==> config.mk <==
export PLATFORM = sky130hd
export DESIGN_NAME = rbs_inserter
export DESIGN_NICKNAME = d
export VERILOG_FILES = /design/src/rtl/rbs_pkg.sv /design/src/rtl/rbs_frame_tracker.sv /design/src/rtl/rbs_slot_merge.sv /design/src/rtl/rbs_delay_line.sv /design/src/rtl/rbs_inserter.sv
export SDC_FILE = /design/constraint.sdc
export NUM_CORES = 1
export LEC_CHECK = 0
export ABC_AREA = 1
export BUFFER_PORTS_ARGS = -buffer_cell sky130_fd_sc_hd__buf_4
export CORE_MARGIN = 3
export CORE_UTILIZATION = 45
export DETAILED_ROUTE_END_ITERATION = 16
export GPL_TIMING_DRIVEN = 0
export PLACE_DENSITY = 0.75
export SYNTH_ARGS = -nofsm -noshare
export SYNTH_HDL_FRONTEND = slang
export SYNTH_SLANG_ARGS = --single-unit
==> constraint.sdc <==
create_clock -name clk -period 1.15 [get_ports clk]
set_input_delay 0.345 -clock clk [delete_from_list [all_inputs] [get_ports clk]]
set_output_delay 0.345 -clock clk [all_outputs]
set_load 0.02 [all_outputs]
==> src/rtl/rbs_pkg.sv <==
package rbs_pkg;

    localparam int NUM_CH      = 24;
    localparam int BITS_PER_CH = 8;
    localparam int LATENCY     = 10;
    localparam int CH_W        = $clog2(NUM_CH);
    localparam int BIT_W       = $clog2(BITS_PER_CH);
    localparam int FRAME_W     = 5;
    localparam int SF_FRAMES   = 12;
    localparam int ESF_FRAMES  = 24;
    localparam int SIG_PERIOD  = 6;

    typedef enum logic [1:0] {
        FS_SYNC_WAIT = 2'd0,
        FS_PLAIN     = 2'd1,
        FS_SIGNAL    = 2'd2
    } frm_state_e;

    // Signaling frames are every SIG_PERIOD-th frame inside the multiframe.
    function automatic logic is_sig_frame(input logic [FRAME_W-1:0] fnum,
                                          input logic esf);
        int lim;
        lim = esf ? ESF_FRAMES : SF_FRAMES;
        return (int'(fnum) != 0) && (int'(fnum) <= lim) &&
               ((int'(fnum) % SIG_PERIOD) == 0);
    endfunction

endpackage

==> src/rtl/rbs_frame_tracker.sv <==
module rbs_frame_tracker
    import rbs_pkg::*;
(
    input  logic               clk,
    input  logic               rst_n,
    input  logic               fbit_strobe,
    input  logic [FRAME_W-1:0] frame_num,
    input  logic               esf_mode,
    output logic               sig_frame
);

    frm_state_e state_q, state_d;

    // state register
    always_ff @(posedge clk or negedge rst_n) begin
        if (!rst_n) state_q <= FS_SYNC_WAIT;
        else        state_q <= state_d;
    end

    // next-state decision: only an F-bit strobe moves the machine
    always_comb begin
        state_d = state_q;
        unique case (state_q)
            FS_SYNC_WAIT,
            FS_PLAIN,
            FS_SIGNAL: begin
                if (fbit_strobe)
                    state_d = is_sig_frame(frame_num, esf_mode) ? FS_SIGNAL : FS_PLAIN;
            end
            default: state_d = FS_SYNC_WAIT;
        endcase
    end

    // outputs
    always_comb begin
        unique case (state_q)
            FS_SIGNAL:    sig_frame = 1'b1;
            FS_PLAIN:     sig_frame = 1'b0;
            FS_SYNC_WAIT: sig_frame = 1'b0;
            default:      sig_frame = 1'b0;
        endcase
    end

    AST_SF_FRAME12_SIGNALS: assert property (@(posedge clk) disable iff (!rst_n)
        (fbit_strobe && !esf_mode && frame_num == 5'd12) |=> sig_frame) else $error("AST_SF_FRAME12_SIGNALS");
    AST_ESF_FRAME18_SIGNALS: assert property (@(posedge clk) disable iff (!rst_n)
        (fbit_strobe && esf_mode && frame_num == 5'd18) |=> sig_frame) else $error("AST_ESF_FRAME18_SIGNALS");
    AST_FRAME1_PLAIN: assert property (@(posedge clk) disable iff (!rst_n)
        (fbit_strobe && frame_num == 5'd1) |=> !sig_frame) else $error("AST_FRAME1_PLAIN");
    AST_CLASS_HELD_MIDFRAME: assert property (@(posedge clk) disable iff (!rst_n)
        !fbit_strobe |=> $stable(sig_frame)) else $error("AST_CLASS_HELD_MIDFRAME");

endmodule

==> src/rtl/rbs_slot_merge.sv <==
module rbs_slot_merge
    import rbs_pkg::*;
(
    input  logic              clk,
    input  logic              rst_n,
    input  logic              ser_in,
    input  logic              sig_in,
    input  logic              fbit_strobe,
    input  logic [CH_W-1:0]   chan_idx,
    input  logic [BIT_W-1:0]  bit_idx,
    input  logic              sig_frame,
    input  logic              ins_enable,
    input  logic              hw_mode,
    input  logic [NUM_CH-1:0] transp_mask,
    output logic              merged
);

    localparam int                MASK_SPAN = 2 ** CH_W;
    localparam logic [BIT_W-1:0]  LSB_SLOT  = BIT_W'(BITS_PER_CH - 1);

    logic [MASK_SPAN-1:0] mask_pad;
    logic                 chan_transp;
    logic                 active;
    logic                 rob;

    // out-of-range channel numbers read as transparent
    always_comb begin
        mask_pad              = '1;
        mask_pad[NUM_CH-1:0]  = transp_mask;
        chan_transp           = mask_pad[chan_idx];
    end

    always_comb begin
        active = ins_enable | hw_mode;
        rob    = active && sig_frame && !fbit_strobe &&
                 (bit_idx == LSB_SLOT) && !chan_transp;
        merged = rob ? sig_in : ser_in;
    end

    AST_FBIT_UNTOUCHED: assert property (@(posedge clk) disable iff (!rst_n)
        fbit_strobe |-> (merged == ser_in)) else $error("AST_FBIT_UNTOUCHED");
    AST_UPPER_BITS_PASS: assert property (@(posedge clk) disable iff (!rst_n)
        (bit_idx != LSB_SLOT) |-> (merged == ser_in)) else $error("AST_UPPER_BITS_PASS");
    AST_DISABLED_PASS: assert property (@(posedge clk) disable iff (!rst_n)
        (!ins_enable && !hw_mode) |-> (merged == ser_in)) else $error("AST_DISABLED_PASS");
    AST_PLAIN_FRAME_PASS: assert property (@(posedge clk) disable iff (!rst_n)
        !sig_frame |-> (merged == ser_in)) else $error("AST_PLAIN_FRAME_PASS");

endmodule

==> src/rtl/rbs_delay_line.sv <==
module rbs_delay_line #(
    parameter int DEPTH = 10
) (
    input  logic clk,
    input  logic rst_n,
    input  logic din,
    output logic dout
);

    logic [DEPTH-1:0] stage;

    always_ff @(posedge clk or negedge rst_n) begin
        if (!rst_n) stage <= '0;
        else        stage <= {stage[DEPTH-2:0], din};
    end

    assign dout = stage[DEPTH-1];

    AST_STAGE_ENTRY: assert property (@(posedge clk) disable iff (!rst_n)
        $past(rst_n) |-> (stage[0] == $past(din))) else $error("AST_STAGE_ENTRY");

    for (genvar gi = 1; gi < DEPTH; gi++) begin : g_adv
        AST_STAGE_ADVANCE: assert property (@(posedge clk) disable iff (!rst_n)
            $past(rst_n) |-> (stage[gi] == $past(stage[gi-1]))) else $error("AST_STAGE_ADVANCE");
    end

endmodule

==> src/rtl/rbs_inserter.sv <==
module rbs_inserter
    import rbs_pkg::*;
(
    input  logic              clk,
    input  logic              rst_n,
    input  logic              ser_in,
    input  logic              sig_in,
    input  logic              fbit_strobe,
    input  logic [CH_W-1:0]   chan_idx,
    input  logic [BIT_W-1:0]  bit_idx,
    input  logic [FRAME_W-1:0] frame_num,
    input  logic              esf_mode,
    input  logic              ins_enable,
    input  logic              hw_mode,
    input  logic [NUM_CH-1:0] transp_mask,
    output logic              line_out
);

    logic sig_frame;
    logic merged;

    rbs_frame_tracker u_tracker (
        .clk         (clk),
        .rst_n       (rst_n),
        .fbit_strobe (fbit_strobe),
        .frame_num   (frame_num),
        .esf_mode    (esf_mode),
        .sig_frame   (sig_frame)
    );

    rbs_slot_merge u_merge (
        .clk         (clk),
        .rst_n       (rst_n),
        .ser_in      (ser_in),
        .sig_in      (sig_in),
        .fbit_strobe (fbit_strobe),
        .chan_idx    (chan_idx),
        .bit_idx     (bit_idx),
        .sig_frame   (sig_frame),
        .ins_enable  (ins_enable),
        .hw_mode     (hw_mode),
        .transp_mask (transp_mask),
        .merged      (merged)
    );

    rbs_delay_line #(.DEPTH(LATENCY)) u_delay (
        .clk   (clk),
        .rst_n (rst_n),
        .din   (merged),
        .dout  (line_out)
    );

    AST_RESET_QUIET: assert property (@(posedge clk) !rst_n |-> !line_out) else $error("AST_RESET_QUIET");

endmodule

==> impl_metrics.csv, run 1 <==
group,metric,value,unit
outcome,outcome,"complete, but fails checks",
outcome,violations,"setup timing",
synth,synth_xor_area_share,0,%
global_route,grt_antenna_before_repair,0,
clock_tree,cts_sinks,12,
synth,synth_fp_nets,194,
synth,syn_area,920,um^2
timing,rsz0062_at_grt,"yes",
die,start_util,50.5,%
timing,min_period_over_period,163,%
worst_setup_path,crit_end,"u_tracker.state_q[0]$_DFFE_PN0P_",
global_route,grt_use_total,18.3,%
finish,syn_to_final_growth,56.2,%
finish,final_cells,224,
worst_setup_path,reg2reg_slack,0.06,ns
routing,routed-wl-met2,1410,um
worst_setup_path,timing.rr.end,"u_delay.stage[0]$_DFF_PN0_",
die,core_area,1820,um^2
finish,finalNetCount,249,
power,p_per_area,828,nW/um^2
synth,synth_top_area_share,32.7,%
global_route,overflow,0,
clock_tree,insertion_delay,0.28,ns
finish,drive_above_1_share,37.2,%
routing,highest_layer,"met4",
die,die_w,51.2,um
routing,wl_met1,934,um
min_path,hp-class,"primary input to flop",
min_path,hold_depth,3,
clock_tree,clk_pin_slew,0.07,ns
synth,ys_seq_area_share,32.7,%
clock_tree,cts_tree,"done",
synth,synth-warning-count,0,
worst_setup_path,endpoint_kind,"flop",
global_route,grt_pass1_wl,3650,um
timing,setup_slack,-0.728,ns
power,leakagePower,0.829,nW
synth,synth_edf_count,0,
finish,stdcell_area,1440,um^2
synth,yosys_register_bits,12,
clock_tree,clockBufferDepth,2,
power,ir_drop,0.838,mV
power,power,1.19,mW
synth,synth_area_leader_cell,"dfrtp_1",
worst_setup_path,crit_start,"frame_num[3]",
timing,min_period,1.88,ns
power,p_switching,0.340,mW
synth,synthFlopType,"dfrtp_1",
timing,hold_viol_final,0,
synth,synth.avg_cell_area,6.34,um^2
global_route,grt_max_degree,13,
placed_design,dpl-instance-area,1290,um^2
placed_design,place.gp.congestion,0.773,
synth,synth_mux_area_share,0,%
worst_setup_path,crit_path_cell_trace,"buf_8, clkbuf_1, ha_1, o21ai_2, buf_6, nand2_4, nor2_4, a21oi_2, ha_4, inv_2, a21oi_1, o21ai_1, nand3_2, nand2_2, nand2_1, nand2_1, nand2_1",
power,switching_share,28.6,%
routing,viasPerCell,4.73,
worst_setup_path,worstSetupStartpointType,"primary input",
synth,synthCells,145,
worst_setup_path,cp_slowest_cell,"ha_1",
timing,fmax,533,MHz
finish,utilization,78.9,%
timing,slew_violations,0,
worst_setup_path,cp_common_cell,"nand2_1",
routing,drc,0,
timing,fin_skew,0.00124,ns
routing,drt-pass1-iter-count,4,
die,ioPinCount,46,
power,comb_power_share,33.7,%
placed_design,place_hpwl,1870,um
placed_design,port_buffers,45,
clock_tree,h-tree-depth,1,
worst_setup_path,r2r_cells,6,
die,floorplan.die_area,2620,um^2
timing,tightest_slew,0.238,ns
placed_design,post-place-cells,215,
power,intPower,0.849,mW
synth,synth-compound-area-share,5.44,%
clock_tree,numCtsBuffers,3,
synth,synth_area_leaders,"dfrtp_1, nand2_1, nand3_1",
routing,vias,1060,
routing,wirelength,2470,um
run,maxCapViolCount,0,
die,row_count,15,
worst_setup_path,crit_type,"primary input to flop",
worst_setup_path,cp_max_fo,3,
synth,async_flop_share,100,%
routing,avgRoutedWirePerCell,11.0,um
synth,yosys.area_share.adder,5.44,%
worst_setup_path,critPathRequiredTime,1.32,ns
finish,antenna_cells,0,
worst_setup_path,r2r_start,"u_tracker.state_q[0]$_DFFE_PN0P_",
clock_tree,cts_root_buf,"clkbuf_4",
global_route,grt_pass1_vias,972,
power,seqPwrFrac,38.3,%
routing,drtIter0Drc,7,
timing,setup_viol,2,
synth,synthSimpleGateAreaFrac,41.0,%
routing,ant_nets,0,
power,clockPowerShare,28.0,%
synth,synth_cell_types,18,
placed_design,dp_worst_setup_slack,-1.01,ns
worst_setup_path,crit_arrival,2.05,ns
worst_setup_path,slowest_delay,0.29,ns
die,die_h,51.2,um
synth,synth_top_family_by_area,"simple AND/OR/NAND/NOR gates",
routing,met3_length,113,um
timing,slew_headroom,84.1,%
## layout by cell type, fill, tap and decap left out, types with 2 or more instances in the layout
cell type,instances
inv_2,5
a21oi_1,3
nor2_1,4
nand3_1,24
o21ai_0,2
dfrtp_1,12
inv_1,25
nor2_4,2
buf_6,4
buf_4,46
nand2_1,46
ha_1,3
clkbuf_4,3
nand3_2,3
nand2_2,3
## routing by layer
metal / vias to the layer above / global-route usage (%)
met5: - / 0
met4: 0 / 5.38
met3: 2 / 2.92
met2: 27 / 36.9
met1: 476 / 18.7
li1: 555 / -
## power by group through the flow
stage          clock network (mW)  logic [mW]  registers (mW)
2_1_floorplan                   0       0.168           0.461
3_3_place_gp                    0       0.326           0.461
3_5_place_dp                    0       0.342           0.462
4_1_cts                     0.336       0.357           0.454
5_1_grt                     0.347       0.448           0.457
6_report                    0.333       0.401           0.455
## layout make-up
type | instances | area (um^2)
Buffer | 3 | 26.3
Clock buffer | 4 | 36.3
Fill cell | 135 | 384
Inverter | 31 | 119
Multi-Input combinational cell | 99 | 531
Sequential cell | 12 | 300
Tap cell | 25 | 31.3
Timing Repair Buffer | 50 | 393
## worst min path at each step
stage	slack (ns)	from	to
after floorplan	0.05	rst_n	u_delay.stage[0]$_DFF_PN0_
after global routing	0.28	ser_in	u_delay.stage[0]$_DFF_PN0_
after CTS	0.27	ser_in	u_delay.stage[0]$_DFF_PN0_
after global placement	0.18	rst_n	u_delay.stage[3]$_DFF_PN0_
after detailed placement	0.19	rst_n	u_delay.stage[4]$_DFF_PN0_
final	0.27	ser_in	u_delay.stage[0]$_DFF_PN0_
## synthesized netlist by cell type (2+ instances only)
| cell | number |
|---|---|
| a21oi_1 | 4 |
| buf_6 | 2 |
| dfrtp_1 | 12 |
| ha_1 | 4 |
| inv_1 | 28 |
| inv_2 | 3 |
| nand2_1 | 48 |
| nand2_2 | 2 |
| nand3_1 | 27 |
| nor2_1 | 5 |
| o21ai_0 | 3 |
## state kept, by name, indices dropped and copies added, names as in the netlist
name               flops
u_delay.stage         10
u_tracker.state_q      2
## what timing repair did
item,4_1_cts,5_1_grt
gates resized for setup,3,19
cloned,0,1
endpoints found under the hold margin,12,0
pin swaps,0,3
setup buffers,2,1
setup endpoints to repair,2,4
hold buffers,1,0
## worst max-delay path: cells and delay by family
family / cells / cell delay [ns]
AO/OA/AOI/OAI: 4 / 0.39
buffers and inverters: 4 / 0.36
adder cells (fa/ha/maj): 2 / 0.45
AND/OR/NAND/NOR: 7 / 0.50
## per-stage QoR
| stage | hold slack, ns | setup TNS (ns) |
|---|---|---|
| after floorplan | 0.0494 | -1.34 |
| after global placement | 0.184 | -1.99 |
| after detailed placement | 0.187 | -2.19 |
| after CTS | 0.266 | -1.32 |
| after global routing | 0.277 | -1.77 |
| final | 0.269 | -1.38 |
## cell families after synthesis
kind of cell	count (synthesis)
AOI/OAI and AO/OA	9
adders and majority gates	4
buffers and inverters	34
DFF	12
and+or+nand+nor	86
Note: power is estimated with default switching activity, not from simulation.
==> run 2, diff against run 1 <==
--- a/config.mk
+++ b/config.mk
@@ -12,6 +12,7 @@
 export DETAILED_ROUTE_END_ITERATION = 16
 export GPL_TIMING_DRIVEN = 0
 export PLACE_DENSITY = 0.75
+export SETUP_SLACK_MARGIN = 0.3
 export SYNTH_ARGS = -nofsm -noshare
 export SYNTH_HDL_FRONTEND = slang
 export SYNTH_SLANG_ARGS = --single-unit
==> run 2 against run 1 <==
Against the previous run: the run still ends with setup timing left; critical path type unchanged; worst setup slack gained 0.073 ns; flip-flop and latch count is the same; worst hold slack gained 0.0051 ns; first-iteration DRC count grew to 6.6 times the previous value.
==> impl_metrics.csv, run 2 (same netlist as run 1, synthesis figures left out) <==
group,metric,value,unit
outcome,outcome,"complete, but fails checks",
outcome,violations,"setup timing",
placed_design,place_hpwl,1970,um
worst_setup_path,cp_slowest_cell,"ha_1",
finish,drive_above_1_share,39.4,%
routing,ant_nets,0,
timing,whs,0.274,ns
worst_setup_path,cp_top_family,"simple AND/OR/NAND/NOR gates",
routing,viasPerCell,4.91,
placed_design,dp_worst_setup_slack,-1.02,ns
worst_setup_path,crit_path_cell_trace,"buf_8, buf_6, ha_4, o21ai_4, nand2_2, nor2_2, a21oi_2, ha_1, inv_1, nand3_1, inv_1, nand3_1, nand2_1, nand2_1, nand2_1, nand2_1",
die,die_h,51.2,um
routing,wirelength,2880,um
timing,setup_slack,-0.655,ns
global_route,grt_antenna_before_repair,0,
finish,regMostFlops,"u_delay.stage",
worst_setup_path,path_depth,16,
die,die_w,51.2,um
worst_setup_path,crit_type,"primary input to flop",
clock_tree,h-tree-depth,1,
clock_tree,numCtsBuffers,3,
global_route,grt_pass1_wl,4360,um
finish,syn_to_final_growth,68.7,%
global_route,grt_pass1_vias,1039,
power,leakagePower,0.884,nW
timing,min_period,1.81,ns
finish,final_common_cell,"buf_4",
finish,finalNetCount,253,
min_path,hp-start,"ser_in",
worst_setup_path,crit_arrival,1.98,ns
worst_setup_path,worstSetupStartpointType,"primary input",
clock_tree,cts_root_buf,"clkbuf_4",
finish,stdcell_area,1550,um^2
timing,slew_headroom,86.0,%
routing,vias,1120,
worst_setup_path,r2r_cells,6,
worst_setup_path,cp_max_fo,4,
timing,min_period_over_period,157,%
routing,drtIter0Drc,46,
finish,largestRegisters,"u_delay.stage x10, u_tracker.state_q x2",
routing,drt-pass1-iter-count,4,
finish,multi_input_area,546,um^2
timing,tns,-1.27,ns
routing,avgRoutedWirePerCell,12.6,um
power,ir_drop,1.09,mV
die,core_area,1820,um^2
placed_design,port_buffers,45,
finish,final_cell_mix,"buf_4, nand2_1, inv_1",
placed_design,post-place-cells,215,
clock_tree,clockBufferDepth,2,
die,floorplan.die_area,2620,um^2
run,maxCapViolCount,0,
worst_setup_path,r2r_start,"u_tracker.state_q[0]$_DFFE_PN0P_",
timing,tightest_slew,0.210,ns
placed_design,place.gp.congestion,0.794,
worst_setup_path,critPathRequiredTime,1.32,ns
min_path,hold_depth,3,
timing,rsz0062_at_grt,"yes",
die,row_count,15,
clock_tree,clk_pin_slew,0.08,ns
timing,fmax,554,MHz
power,p_per_area,800,nW/um^2
global_route,overflow,0,
worst_setup_path,crit_start,"frame_num[3]",
finish,utilization,85.2,%
timing,fin_skew,0.00449,ns
min_path,hp-class,"primary input to flop",
finish,antenna_cells,0,
routing,drc,0,
die,ioPinCount,46,
finish,regArea,300,um^2
global_route,grt_use_total,21.7,%
clock_tree,cts_tree,"done",
finish,largest_reg_flops,10,
worst_setup_path,worst-path-buf-inv,4,
timing,slew_violations,0,
finish,final_cells,228,
clock_tree,cts_sinks,12,
finish,n_fill_cell,112,
clock_tree,insertion_delay,0.27,ns
worst_setup_path,cp_common_cell,"nand2_1",
timing,setup_viol,2,
placed_design,dpl-instance-area,1310,um^2
global_route,grt_max_degree,13,
worst_setup_path,endpoint_kind,"flop",
power,power,1.24,mW
worst_setup_path,slowest_delay,0.27,ns
timing,hold_viol_final,0,
die,start_util,50.5,%
run 2: path summary, 6_finish.rpt:
| path | end | slack (ns) |
|---|---|---|
| min in group asynchronous | u_delay.stage[6]$_DFF_PN0_ | 0.44 |
| max reg2reg | u_delay.stage[0]$_DFF_PN0_ | 0.07 |
| min reg2reg | u_delay.stage[3]$_DFF_PN0_ | 0.35 |
| max in group asynchronous | u_delay.stage[1]$_DFF_PN0_ | 0.55 |
| min | u_delay.stage[0]$_DFF_PN0_ | 0.27 |
| max | u_tracker.state_q[0]$_DFFE_PN0P_ | -0.66 |
run 2: cell type report:
| type | count | area share, % |
|---|---|---|
| inverter | 31 | 8.31 |
| buffer | 3 | 2.42 |
| tap | 25 | 2.02 |
| timing repair buffer | 54 | 30.4 |
| multi-input combinational | 99 | 35.2 |
| sequential | 12 | 19.4 |
| clock buffer | 4 | 2.34 |
run 2: what timing repair did:
item	4_1_cts	5_1_grt
gates cloned	2	0
setup endpoints to repair	4	4
hold endpoints to repair	12	0
pin swaps	13	9
setup buffers	3	3
hold buffers	1	0
gates resized for setup	12	16
run 2: metal layers:
| layer | up-vias | global-route usage, % | share of wire (%) |
|---|---|---|---|
| met2 | 45 | 39.9 | 50 |
| li1 | 566 | - | - |
| met1 | 509 | 26.6 | 44 |
| met4 | 0 | 2.69 | 0 |
| met5 | - | 0 | 0 |
| met3 | 0 | 4.08 | 6.2 |
run 2: tightest hold or removal path: stages:
cell     delay, ns
buf_4         0.08
nand2_1       0.04
nand2_1       0.05
run 2: power by group:
part / leakage, nW / internal [mW] / switching [mW]
combinational: 0.722 / 0.240 / 0.209
sequential: 0.141 / 0.445 / 0.0100
clock: 0.0210 / 0.192 / 0.146
